[src/rtl/cdr_acq_pkg.sv]
package cdr_acq_pkg;

  typedef enum logic [1:0] {
    ST_RESET = 2'd0,
    ST_ACQ   = 2'd1,
    ST_LOCK  = 2'd2,
    ST_HOLD  = 2'd3
  } acq_state_e;

  function automatic logic state_unlocked(acq_state_e s);
    return (s == ST_RESET) || (s == ST_ACQ);
  endfunction

endpackage

[src/rtl/cdr_mode_regs.sv]
module cdr_mode_regs #(
  parameter int RATE_W  = 8,
  parameter int RATIO_W = 5
) (
  input  logic               clk,
  input  logic               rst_n,
  input  logic               we,
  input  logic               hold_a_d,
  input  logic               hold_b_d,
  input  logic               subh_en_d,
  input  logic [RATIO_W-1:0] subh_ratio_d,
  input  logic               los_inv_d,
  input  logic               bypass_d,
  input  logic               buf_a_off_d,
  input  logic               buf_b_off_d,
  input  logic [RATE_W-1:0]  rate_code_d,
  output logic               hold_a_q,
  output logic               hold_b_q,
  output logic               subh_en_q,
  output logic [RATIO_W-1:0] subh_ratio_q,
  output logic               los_inv_q,
  output logic               bypass_q,
  output logic               buf_a_off_q,
  output logic               buf_b_off_q,
  output logic [RATE_W-1:0]  rate_code_q
);

  localparam int FLAG_N = 7;

  logic [FLAG_N-1:0] flags_d, flags_q;

  assign flags_d = {hold_a_d, hold_b_d, subh_en_d, los_inv_d,
                    bypass_d, buf_a_off_d, buf_b_off_d};

  always_ff @(posedge clk or negedge rst_n) begin
    if (!rst_n) begin
      flags_q      <= '0;
      subh_ratio_q <= '0;
      rate_code_q  <= '0;
    end else if (we) begin
      flags_q      <= flags_d;
      subh_ratio_q <= subh_ratio_d;
      rate_code_q  <= rate_code_d;
    end
  end

  assign {hold_a_q, hold_b_q, subh_en_q, los_inv_q,
          bypass_q, buf_a_off_q, buf_b_off_q} = flags_q;

endmodule

[src/rtl/cdr_acq_fsm.sv]
module cdr_acq_fsm
  import cdr_acq_pkg::*;
(
  input  logic       clk,
  input  logic       rst_n,
  input  logic       sw_reset,
  input  logic       hold_a,
  input  logic       hold_b,
  input  logic       st_lock,
  input  logic       st_los,
  input  logic       st_rate_change,
  output acq_state_e state,
  output logic       acq_start
);

  acq_state_e state_d;
  logic       hold_any;
  logic       lock_disturb;

  assign hold_any     = hold_a | hold_b;
  assign lock_disturb = st_los | st_rate_change;

  always_comb begin
    state_d = state;
    if (sw_reset) begin
      state_d = ST_RESET;
    end else begin
      unique case (state)
        ST_RESET: state_d = ST_ACQ;
        ST_ACQ: begin
          if (st_lock) state_d = hold_any ? ST_HOLD : ST_LOCK;
        end
        ST_LOCK: begin
          if (lock_disturb)  state_d = ST_ACQ;
          else if (hold_any) state_d = ST_HOLD;
        end
        ST_HOLD: begin
          if (hold_a)            state_d = ST_HOLD;
          else if (hold_b)       state_d = st_rate_change ? ST_ACQ : ST_HOLD;
          else if (lock_disturb) state_d = ST_ACQ;
          else                   state_d = ST_LOCK;
        end
        default: state_d = ST_RESET;
      endcase
    end
  end

  always_ff @(posedge clk or negedge rst_n) begin
    if (!rst_n) begin
      state     <= ST_RESET;
      acq_start <= 1'b0;
    end else begin
      state     <= state_d;
      acq_start <= (state_d == ST_ACQ) && (state != ST_ACQ);
    end
  end

endmodule

[src/rtl/cdr_out_path.sv]
module cdr_out_path #(
  parameter int DATA_W  = 8,
  parameter int RATE_W  = 8,
  parameter int RATIO_W = 5
) (
  input  logic               unlocked,
  input  logic               subh_en,
  input  logic [RATIO_W-1:0] subh_ratio,
  input  logic               bypass,
  input  logic               los_inv,
  input  logic               buf_a_off,
  input  logic               buf_b_off,
  input  logic [RATE_W-1:0]  rate_code,
  input  logic               st_los,
  input  logic               st_rate_lsb,
  input  logic               in_valid,
  input  logic [DATA_W-1:0]  in_data,
  output logic               in_ready,
  output logic               out_valid,
  output logic [DATA_W-1:0]  out_data,
  input  logic               out_ready,
  output logic [RATIO_W-1:0] acq_ratio,
  output logic               los_pin,
  output logic [RATE_W:0]    rb_word,
  output logic               rb_valid,
  output logic               buf_a_en,
  output logic               buf_b_en
);

  localparam logic [RATIO_W-1:0] RATIO_ONE = RATIO_W'(1);

  logic squelch;

  assign squelch   = subh_en & unlocked & ~bypass;
  assign out_data  = squelch ? '0 : in_data;
  assign out_valid = in_valid;
  assign in_ready  = out_ready;

  always_comb begin
    if (!subh_en || subh_ratio == '0) acq_ratio = RATIO_ONE;
    else                              acq_ratio = subh_ratio;
  end

  assign los_pin  = los_inv ? ~st_los : st_los;
  assign rb_valid = ~unlocked;
  assign rb_word  = unlocked ? '0 : {rate_code, st_rate_lsb};
  assign buf_a_en = ~buf_a_off;
  assign buf_b_en = ~buf_b_off;

endmodule

[src/rtl/cdr_acq_ctrl.sv]
module cdr_acq_ctrl
  import cdr_acq_pkg::*;
#(
  parameter int DATA_W  = 8,
  parameter int RATE_W  = 8,
  parameter int RATIO_W = 5
) (
  input  logic               clk,
  input  logic               rst_n,
  input  logic               cfg_we,
  input  logic               cfg_hold_a,
  input  logic               cfg_hold_b,
  input  logic               cfg_subh_en,
  input  logic [RATIO_W-1:0] cfg_subh_ratio,
  input  logic               cfg_los_inv,
  input  logic               cfg_bypass,
  input  logic               cfg_buf_a_off,
  input  logic               cfg_buf_b_off,
  input  logic [RATE_W-1:0]  cfg_rate_code,
  input  logic               sw_reset,
  input  logic               st_lock,
  input  logic               st_los,
  input  logic               st_rate_change,
  input  logic               st_rate_lsb,
  input  logic               in_valid,
  input  logic [DATA_W-1:0]  in_data,
  output logic               in_ready,
  output logic               out_valid,
  output logic [DATA_W-1:0]  out_data,
  input  logic               out_ready,
  output logic               lol,
  output logic               holdover,
  output logic               acq_start,
  output logic [RATIO_W-1:0] acq_ratio,
  output logic               los_pin,
  output logic [RATE_W:0]    rb_word,
  output logic               rb_valid,
  output logic               buf_a_en,
  output logic               buf_b_en
);

  logic               hold_a_q, hold_b_q, subh_en_q, los_inv_q;
  logic               bypass_q, buf_a_off_q, buf_b_off_q;
  logic [RATIO_W-1:0] subh_ratio_q;
  logic [RATE_W-1:0]  rate_code_q;
  acq_state_e         state;

  cdr_mode_regs #(.RATE_W(RATE_W), .RATIO_W(RATIO_W)) u_regs (
    .clk          (clk),
    .rst_n        (rst_n),
    .we           (cfg_we),
    .hold_a_d     (cfg_hold_a),
    .hold_b_d     (cfg_hold_b),
    .subh_en_d    (cfg_subh_en),
    .subh_ratio_d (cfg_subh_ratio),
    .los_inv_d    (cfg_los_inv),
    .bypass_d     (cfg_bypass),
    .buf_a_off_d  (cfg_buf_a_off),
    .buf_b_off_d  (cfg_buf_b_off),
    .rate_code_d  (cfg_rate_code),
    .hold_a_q     (hold_a_q),
    .hold_b_q     (hold_b_q),
    .subh_en_q    (subh_en_q),
    .subh_ratio_q (subh_ratio_q),
    .los_inv_q    (los_inv_q),
    .bypass_q     (bypass_q),
    .buf_a_off_q  (buf_a_off_q),
    .buf_b_off_q  (buf_b_off_q),
    .rate_code_q  (rate_code_q)
  );

  cdr_acq_fsm u_fsm (
    .clk            (clk),
    .rst_n          (rst_n),
    .sw_reset       (sw_reset),
    .hold_a         (hold_a_q),
    .hold_b         (hold_b_q),
    .st_lock        (st_lock),
    .st_los         (st_los),
    .st_rate_change (st_rate_change),
    .state          (state),
    .acq_start      (acq_start)
  );

  assign lol      = state_unlocked(state);
  assign holdover = (state == ST_HOLD);

  cdr_out_path #(.DATA_W(DATA_W), .RATE_W(RATE_W), .RATIO_W(RATIO_W)) u_out (
    .unlocked    (lol),
    .subh_en     (subh_en_q),
    .subh_ratio  (subh_ratio_q),
    .bypass      (bypass_q),
    .los_inv     (los_inv_q),
    .buf_a_off   (buf_a_off_q),
    .buf_b_off   (buf_b_off_q),
    .rate_code   (rate_code_q),
    .st_los      (st_los),
    .st_rate_lsb (st_rate_lsb),
    .in_valid    (in_valid),
    .in_data     (in_data),
    .in_ready    (in_ready),
    .out_valid   (out_valid),
    .out_data    (out_data),
    .out_ready   (out_ready),
    .acq_ratio   (acq_ratio),
    .los_pin     (los_pin),
    .rb_word     (rb_word),
    .rb_valid    (rb_valid),
    .buf_a_en    (buf_a_en),
    .buf_b_en    (buf_b_en)
  );

endmodule

[config.mk]
export PLATFORM = sky130hd
export DESIGN_NAME = cdr_acq_ctrl
export DESIGN_NICKNAME = d
export VERILOG_FILES = /design/src/rtl/cdr_acq_pkg.sv /design/src/rtl/cdr_mode_regs.sv /design/src/rtl/cdr_acq_fsm.sv /design/src/rtl/cdr_out_path.sv /design/src/rtl/cdr_acq_ctrl.sv
export SDC_FILE = /design/constraint.sdc
export NUM_CORES = 1
export LEC_CHECK = 0
export BUFFER_PORTS_ARGS = -buffer_cell sky130_fd_sc_hd__buf_2
export CORE_ASPECT_RATIO = 1.25
export CORE_MARGIN = 3
export CORE_UTILIZATION = 38
export DETAILED_ROUTE_END_ITERATION = 8
export PLACE_DENSITY = 0.72
export SYNTH_ARGS = -nofsm -noshare
export SYNTH_HDL_FRONTEND = slang
export SYNTH_HIERARCHICAL = 1
export SYNTH_SLANG_ARGS = --single-unit
[constraint.sdc]
create_clock -name clk -period 0.95 [get_ports clk]
set_input_delay 0.095 -clock clk [delete_from_list [all_inputs] [get_ports clk]]
set_output_delay 0.095 -clock clk [all_outputs]
set_load 0.01 [all_outputs]
==> results of run 1 <==
## stage by stage
| stage | hold slack [ps] | std cells | setup WS, ps | setup TNS [ps] |
|---|---|---|---|---|
| 2_1_floorplan | -201 | 88 | -140 | -169 |
| 3_3_place_gp | 83.6 | 192 | -235 | -1080 |
| 3_5_place_dp | 92.3 | 192 | -219 | -1710 |
| 4_1_cts | 8.75 | 202 | -564 | -9620 |
| 5_1_grt | -7.45 | 207 | -649 | -12310 |
| 6_report | 17.9 | 207 | -567 | -9280 |
## placed cells by master (no fill, tap or decap), types with 2 or more instances in the layout
master	count
sky130_fd_sc_hd__clkbuf_4	3
sky130_fd_sc_hd__o31a_1	2
sky130_fd_sc_hd__nand3b_1	2
sky130_fd_sc_hd__dfrtp_1	23
sky130_fd_sc_hd__inv_1	4
sky130_fd_sc_hd__buf_12	2
sky130_fd_sc_hd__buf_6	11
sky130_fd_sc_hd__and2_1	9
sky130_fd_sc_hd__nor2b_1	10
sky130_fd_sc_hd__mux2_4	20
sky130_fd_sc_hd__buf_4	10
sky130_fd_sc_hd__and2_4	4
sky130_fd_sc_hd__dlygate4sd3_1	4
sky130_fd_sc_hd__buf_2	59
## cell families (layout without fill, tap and decap cells)
kind of cell	after synthesis	in the layout	share of synthesized area
buffers and inverters	11	96	0.0545
AND/OR/NAND/NOR	28	28	0.158
multiplexers	20	20	0.257
XOR/XNOR	1	1	0.00749
flip-flops	23	23	0.492
AO/OA/AOI/OAI	5	5	0.0310
## cell usage after synthesis, types with 2 or more instances
library cell and n:
sky130_fd_sc_hd__dfrtp_1 23, sky130_fd_sc_hd__mux2_4 20, sky130_fd_sc_hd__and2_1 12, sky130_fd_sc_hd__nor2b_1 10, sky130_fd_sc_hd__inv_1 6, sky130_fd_sc_hd__buf_4 2, sky130_fd_sc_hd__buf_6 2, sky130_fd_sc_hd__nand3b_1 2
sky130_fd_sc_hd__o31a_1 2
## layer usage
metal,GRT usage,vias to the layer above
li1,-,458
met1,0.186,444
met2,0.281,44
met3,0.0396,4
met4,0.0395,0
met5,0,-
## state kept, by name (all words and copies together) (netlist names)
register	cells
u_regs/rate_code_q	8
u_regs/flags_q	7
u_regs/subh_ratio_q	5
u_fsm/state	2
u_fsm/acq_start	1
## power by group through the flow
| stage | logic, mW | clock network (mW) | registers (mW) |
|---|---|---|---|
| floorplan | 0.328 | 0 | 1.14 |
| global placement | 0.583 | 0 | 1.14 |
| detailed placement | 0.599 | 0 | 1.15 |
| CTS | 0.679 | 0.446 | 1.13 |
| global route | 0.767 | 0.510 | 1.14 |
| finish | 0.709 | 0.434 | 1.13 |
## worst paths after layout
kind	from	end	slack, ps
min	cfg_buf_a_off	u_regs/flags_q[1]	20
min in group asynchronous	rst_n	u_regs/flags_q[4]	300
max reg2reg	u_fsm/state[1]	u_fsm/state[0]	-180
min reg2reg	u_regs/rate_code_q[0]	u_regs/rate_code_q[0]	520
max in group asynchronous	rst_n	u_regs/rate_code_q[0]	310
max	u_regs/subh_ratio_q[3]	acq_ratio[0]	-570
## cell type report
class | count | area, um^2
Inverter | 6 | 25.0
Tap cell | 34 | 42.5
Clock buffer | 4 | 26.3
Timing Repair Buffer | 86 | 574
Multi-Input combinational cell | 54 | 557
Sequential cell | 23 | 576
Fill cell | 225 | 1010
## what timing repair did
action | 4_1_cts | 5_1_grt
hold endpoints to repair | 25 | 2
setup buffers | 4 | 5
cloned | 1 | 0
gates resized for setup | 17 | 6
hold buffers | 2 | 2
setup endpoints to repair | 31 | 33
pin swaps | 11 | 5
==> impl_metrics.csv, run 1 <==
group,metric,value,unit
outcome,outcome,"finished with violations",
outcome,failed_checks,"negative setup slack",
pwr,power_frac_seq,0.496,
cts,tritoncts,"done",
detailed_routing,detail_route.wl_per_cell,13.4,um
cts,cts.path.max_buffers,2,
pwr,switchingPower,0.591,mW
floorplanning,fp.coreArea,0.00281,mm^2
sta,fraction_of_the_cycle_the_final_worst_path_needs,1.60,
placed_design,number_of_port_buffers,64,
global_route,global_route.usage.total,0.156,
cts,cts_made_buffers,3,
sta,setup_ws,-567,ps
sta,achievable-frequency,659,MHz
detailed_routing,met1_length,1090,um
synthesis,syn-instance-count,88,
pwr,switching_share,0.260,
worst_setup_path,worstPathCellList,"or4_1, nand3b_1, buf_2",
sta,timing.final.hold_violations,0,
final_layout,fin_util,0.640,
synthesis,syn_area_per_cell,13.3,um^2
synthesis,synth_enable_flop_cells,0,
pwr,pwr_density_cell,1260,mW/mm^2
worst_setup_path,slowest_delay,520,ps
detailed_routing,route.detailed.drc,0,
sta,final-max-slew-violation-count,0,
global_route,grt_pass1_vias,984,
worst_setup_path,startpoint_type,"flip-flop",
detailed_routing,detailroute.wirelength.met2,1440,um
worst_setup_path,worst_ep_required_time,850,ps
floorplanning,die_area,0.00378,mm^2
synthesis,syn_nets,126,
cts,clock_transition_at_path_regs,120,ps
sta,crit_path_time_final,1520,ps
detailed_routing,detailedRoute.firstPassIterationCount,2,
sta,max_clock_skew,0.539,ps
worst_setup_path,crit_buf_inv,1,
detailed_routing,vias,950,
synthesis,yosys_register_bits,23,
cts,sink_count,23,
worst_setup_path,critical_path.slowest_cell,"sky130_fd_sc_hd__or4_1",
synthesis,netlist_area,0.00117,mm^2
placed_design,postPlaceCellArea,0.00160,mm^2
floorplanning,floorplan.die.height,68.0,um
global_route,grt_first_pass_wirelength,4610,um
cts,worst_skew_late_latency,300,ps
pwr,power.combinational.fraction,0.312,
floorplanning,ports_placed_on_the_boundary,69,
min_path,timing.hold.worst.class,"input pin to flip-flop",
synthesis,synth_top_area_share,0.492,
pwr,fraction_of_power_consumed_by_the_clock_network,0.191,
min_path,whs_path_depth,2,
detailed_routing,detail_route.iter0.violations,26,
synthesis,sequential_fraction_of_the_synthesis_area,0.492,
sta,slew_headroom,0.664,
synthesis,largest_cells_by_area_after_synthesis,"sky130_fd_sc_hd__dfrtp_1 49%, sky130_fd_sc_hd__mux2_4 26%, sky130_fd_sc_hd__and2_1 6.4%",
floorplanning,row_count,21,
final_layout,antenna_cells,0,
worst_setup_path,worst-endpoint-arrival,1420,ps
synthesis,synth_cell_type_count,18,
pwr,internal_power,1.68,mW
synthesis,ys.flop_type,"sky130_fd_sc_hd__dfrtp_1",
synthesis,synthArstFlopShare,1.00,
detailed_routing,ant_nets,0,
floorplanning,die_width,55.6,um
global_route,antenna_found_initial,0,
synthesis,yosysWarningCount,6,
sta,max_slew.worst_pin.slew,504,ps
worst_setup_path,worst_r2r_path_depth,4,
placed_design,place_hpwl,2040,um
final_layout,design.final.nets,212,
placed_design,gp_congestion,0.754,
pwr,static-leakage-power,0.965,nW
floorplanning,floorplan.initialDensity,0.416,
detailed_routing,postRouteWirelength,2780,um
synthesis,synth_top_area_cell,"sky130_fd_sc_hd__dfrtp_1",
final_layout,syn_to_final_growth,53.9,%
sta,rsz0062_at_grt,"true",
run,cap_viol_max_count,0,
final_layout,final_layout_size_suffix_gt1_frac,0.659,
cts,ctsRootBufferMaster,"sky130_fd_sc_hd__clkbuf_4",
final_layout,stdcell_area,0.00180,mm^2
worst_setup_path,end_kind,"output pin",
worst_setup_path,crit_cells,3,
detailed_routing,routed-wl-met3,224,um
sta,setup_viol,33,
detailed_routing,routed_via_density,4.59,
cts,htreeDepth,1,
global_route,pin_count_of_the_biggest_net_entering_global_routing,24,
detailed_routing,top_signal_layer_used,"met4",
pwr,power,2.27,mW
global_route,overflow,0,
worst_setup_path,critPathTopFamily,"simple AND/OR/NAND/NOR gates",
pwr,vdd.ir_drop.worst,1.18,mV
worst_setup_path,timing.critical_path.fanout_max,2,
worst_setup_path,crit_type,"flip-flop to output pin",
Note: power is estimated with default switching activity, not from simulation.
==> inputs of run 2 (changes only) <==
--- a/config.mk
+++ b/config.mk
@@ -11,6 +11,7 @@
 export CORE_UTILIZATION = 38
 export DETAILED_ROUTE_END_ITERATION = 8
 export PLACE_DENSITY = 0.72
+export REMOVE_ABC_BUFFERS = 1
 export SYNTH_ARGS = -nofsm -noshare
 export SYNTH_HDL_FRONTEND = slang
 export SYNTH_HIERARCHICAL = 1
==> run 2 against run 1 <==
The run still ends with negative setup slack left. Fmax down 1.1%. Critical path depth unchanged. Combinational power up 0.8%. Via count up 3.5%. Clock skew about the same. Sequential share of layout area down 0.35 points. Register-to-register slack worse by 120 ps. Cell area up 1.1%. Highest routed layer unchanged.
==> impl_metrics.csv, run 2 (synthesis gave the netlist of run 1 again) <==
group,metric,value,unit
detailed_routing,route.detailed.drc,0,
final_layout,syn_to_final_growth,55.6,%
final_layout,stdcell_area,0.00182,mm^2
outcome,failed_checks,"negative setup slack",
detailed_routing,postRouteWirelength,2870,um
detailed_routing,detail_route.iter0.violations,24,
detailed_routing,routed_via_density,4.80,
sta,final-max-slew-violation-count,0,
worst_setup_path,worst_ep_required_time,850,ps
placed_design,place_hpwl,2080,um
sta,setup-tns-final,-10180,ps
cts,worst_skew_late_latency,300,ps
placed_design,placement.setup.worst_slack,-278,ps
worst_setup_path,crit_type,"flip-flop to output pin",
global_route,grt_first_pass_wirelength,4730,um
final_layout,layout_top_registers,"u_regs/rate_code_q: 8 flops, u_regs/flags_q: 7 flops, u_regs/subh_ratio_q: 5 flops",
global_route,grt_pass1_vias,1068,
floorplanning,row_count,21,
worst_setup_path,worst-endpoint-arrival,1440,ps
cts,clock_transition_at_path_regs,120,ps
run,cap_viol_max_count,0,
sta,max_clock_skew,0.469,ps
global_route,pin_count_of_the_biggest_net_entering_global_routing,24,
final_layout,mostFrequentLayoutCells,"57 x sky130_fd_sc_hd__buf_2, 23 x sky130_fd_sc_hd__dfrtp_1, 20 x sky130_fd_sc_hd__mux2_4, 16 x sky130_fd_sc_hd__buf_6",
placed_design,postPlaceCellArea,0.00158,mm^2
sta,setup_viol,31,
placed_design,number_of_port_buffers,64,
worst_setup_path,critPathTopFamily,"simple AND/OR/NAND/NOR gates",
detailed_routing,detail_route.wl_per_cell,14.0,um
placed_design,gp_congestion,0.770,
sta,timing.final.hold_violations,0,
detailed_routing,vias,983,
floorplanning,die_width,55.6,um
min_path,whs_path_depth,2,
worst_setup_path,crit_buf_inv,1,
final_layout,fillCellCount,229,
pwr,static-leakage-power,0.961,nW
sta,achievable-frequency,652,MHz
pwr,pwr_density_cell,1250,mW/mm^2
final_layout,final_layout_size_suffix_gt1_frac,0.678,
final_layout,antenna_cells,0,
cts,cts_made_buffers,3,
floorplanning,fp.coreArea,0.00281,mm^2
final_layout,top_register_by_number_of_flip_flops,"u_regs/rate_code_q",
sta,max_slew.worst_pin.slew,509,ps
floorplanning,floorplan.initialDensity,0.416,
detailed_routing,ant_nets,0,
sta,crit_path_time_final,1530,ps
cts,htreeDepth,1,
detailed_routing,detailedRoute.firstPassIterationCount,2,
outcome,outcome,"finished with violations",
final_layout,fin_util,0.648,
final_layout,largest_reg_flops,8,
floorplanning,die_area,0.00378,mm^2
worst_setup_path,worstPathCellList,"or4_1, nand3b_1, buf_2",
worst_setup_path,timing.critical_path.fanout_max,2,
sta,rsz0062_at_grt,"true",
pwr,vdd.ir_drop.worst,0.883,mV
worst_setup_path,end_kind,"output pin",
final_layout,layout_commonest_cell,"sky130_fd_sc_hd__buf_2",
sta,setup_ws,-584,ps
global_route,global_route.usage.total,0.158,
worst_setup_path,startpoint_type,"flip-flop",
worst_setup_path,crit_cells,3,
floorplanning,floorplan.die.height,68.0,um
cts,sink_count,23,
sta,fraction_of_the_cycle_the_final_worst_path_needs,1.61,
worst_setup_path,critical_path.slowest_cell,"sky130_fd_sc_hd__or4_1",
sta,slew_headroom,0.661,
sta,finalHoldWorstSlack,16.3,ps
worst_setup_path,slowest_delay,520,ps
global_route,overflow,0,
worst_setup_path,r2r_setup_slack,-300,ps
floorplanning,ports_placed_on_the_boundary,69,
min_path,timing.hold.worst.class,"input pin to flip-flop",
global_route,antenna_found_initial,0,
final_layout,design.final.nets,210,
cts,tritoncts,"done",
worst_setup_path,worst_r2r_path_depth,6,
cts,ctsRootBufferMaster,"sky130_fd_sc_hd__clkbuf_4",
cts,cts.path.max_buffers,2,
run 2: worst paths after layout:
path	startpoint	to
hold / removal	cfg_hold_b	u_regs/flags_q[5]
max in group asynchronous	rst_n	u_regs/flags_q[1]
min in group asynchronous	rst_n	u_regs/flags_q[0]
setup / recovery	u_regs/subh_ratio_q[2]	acq_ratio[0]
setup reg to reg	u_fsm/state[1]	u_fsm/state[0]
hold reg to reg	u_regs/flags_q[2]	u_regs/flags_q[2]
run 2: per-stage QoR:
stage / power, mW / instances
2_1_floorplan: 1.43 / 83
3_3_place_gp: 1.71 / 190
3_5_place_dp: 1.73 / 190
4_1_cts: 2.26 / 200
5_1_grt: 2.40 / 205
6_report: 2.27 / 205
run 2: layout make-up:
| cell class | count | area [um^2] | area share |
|---|---|---|---|
| timing repair buffer | 84 | 581 | 0.319 |
| tap | 34 | 42.5 | 0.0234 |
| multi-input combinational | 54 | 571 | 0.313 |
| sequential | 23 | 576 | 0.316 |
| inverter | 6 | 25.0 | 0.0137 |
| clock buffer | 4 | 26.3 | 0.0144 |
run 2: report_power, final:
group | switching (mW) | total, mW | internal [mW]
combinational | 0.270 | 0.715 | 0.445
sequential | 0.0585 | 1.13 | 1.07
clock | 0.266 | 0.429 | 0.163
run 2: layer usage:
metal / track usage / vias to the layer above / wire length [um]
li1: - / 459 / -
met1: 0.175 / 474 / 1060
met2: 0.305 / 48 / 1560
met3: 0.0396 / 2 / 236
met4: 0.0395 / 0 / 21
met5: 0 / - / 0
run 2: what timing repair did:
action	CTS	global route
endpoints found under the setup margin	31	31
pin swaps	14	2
hold buffers	2	1
cloned	1	0
resized for setup	25	9
hold endpoints to repair	25	1
buffers inserted	4	9
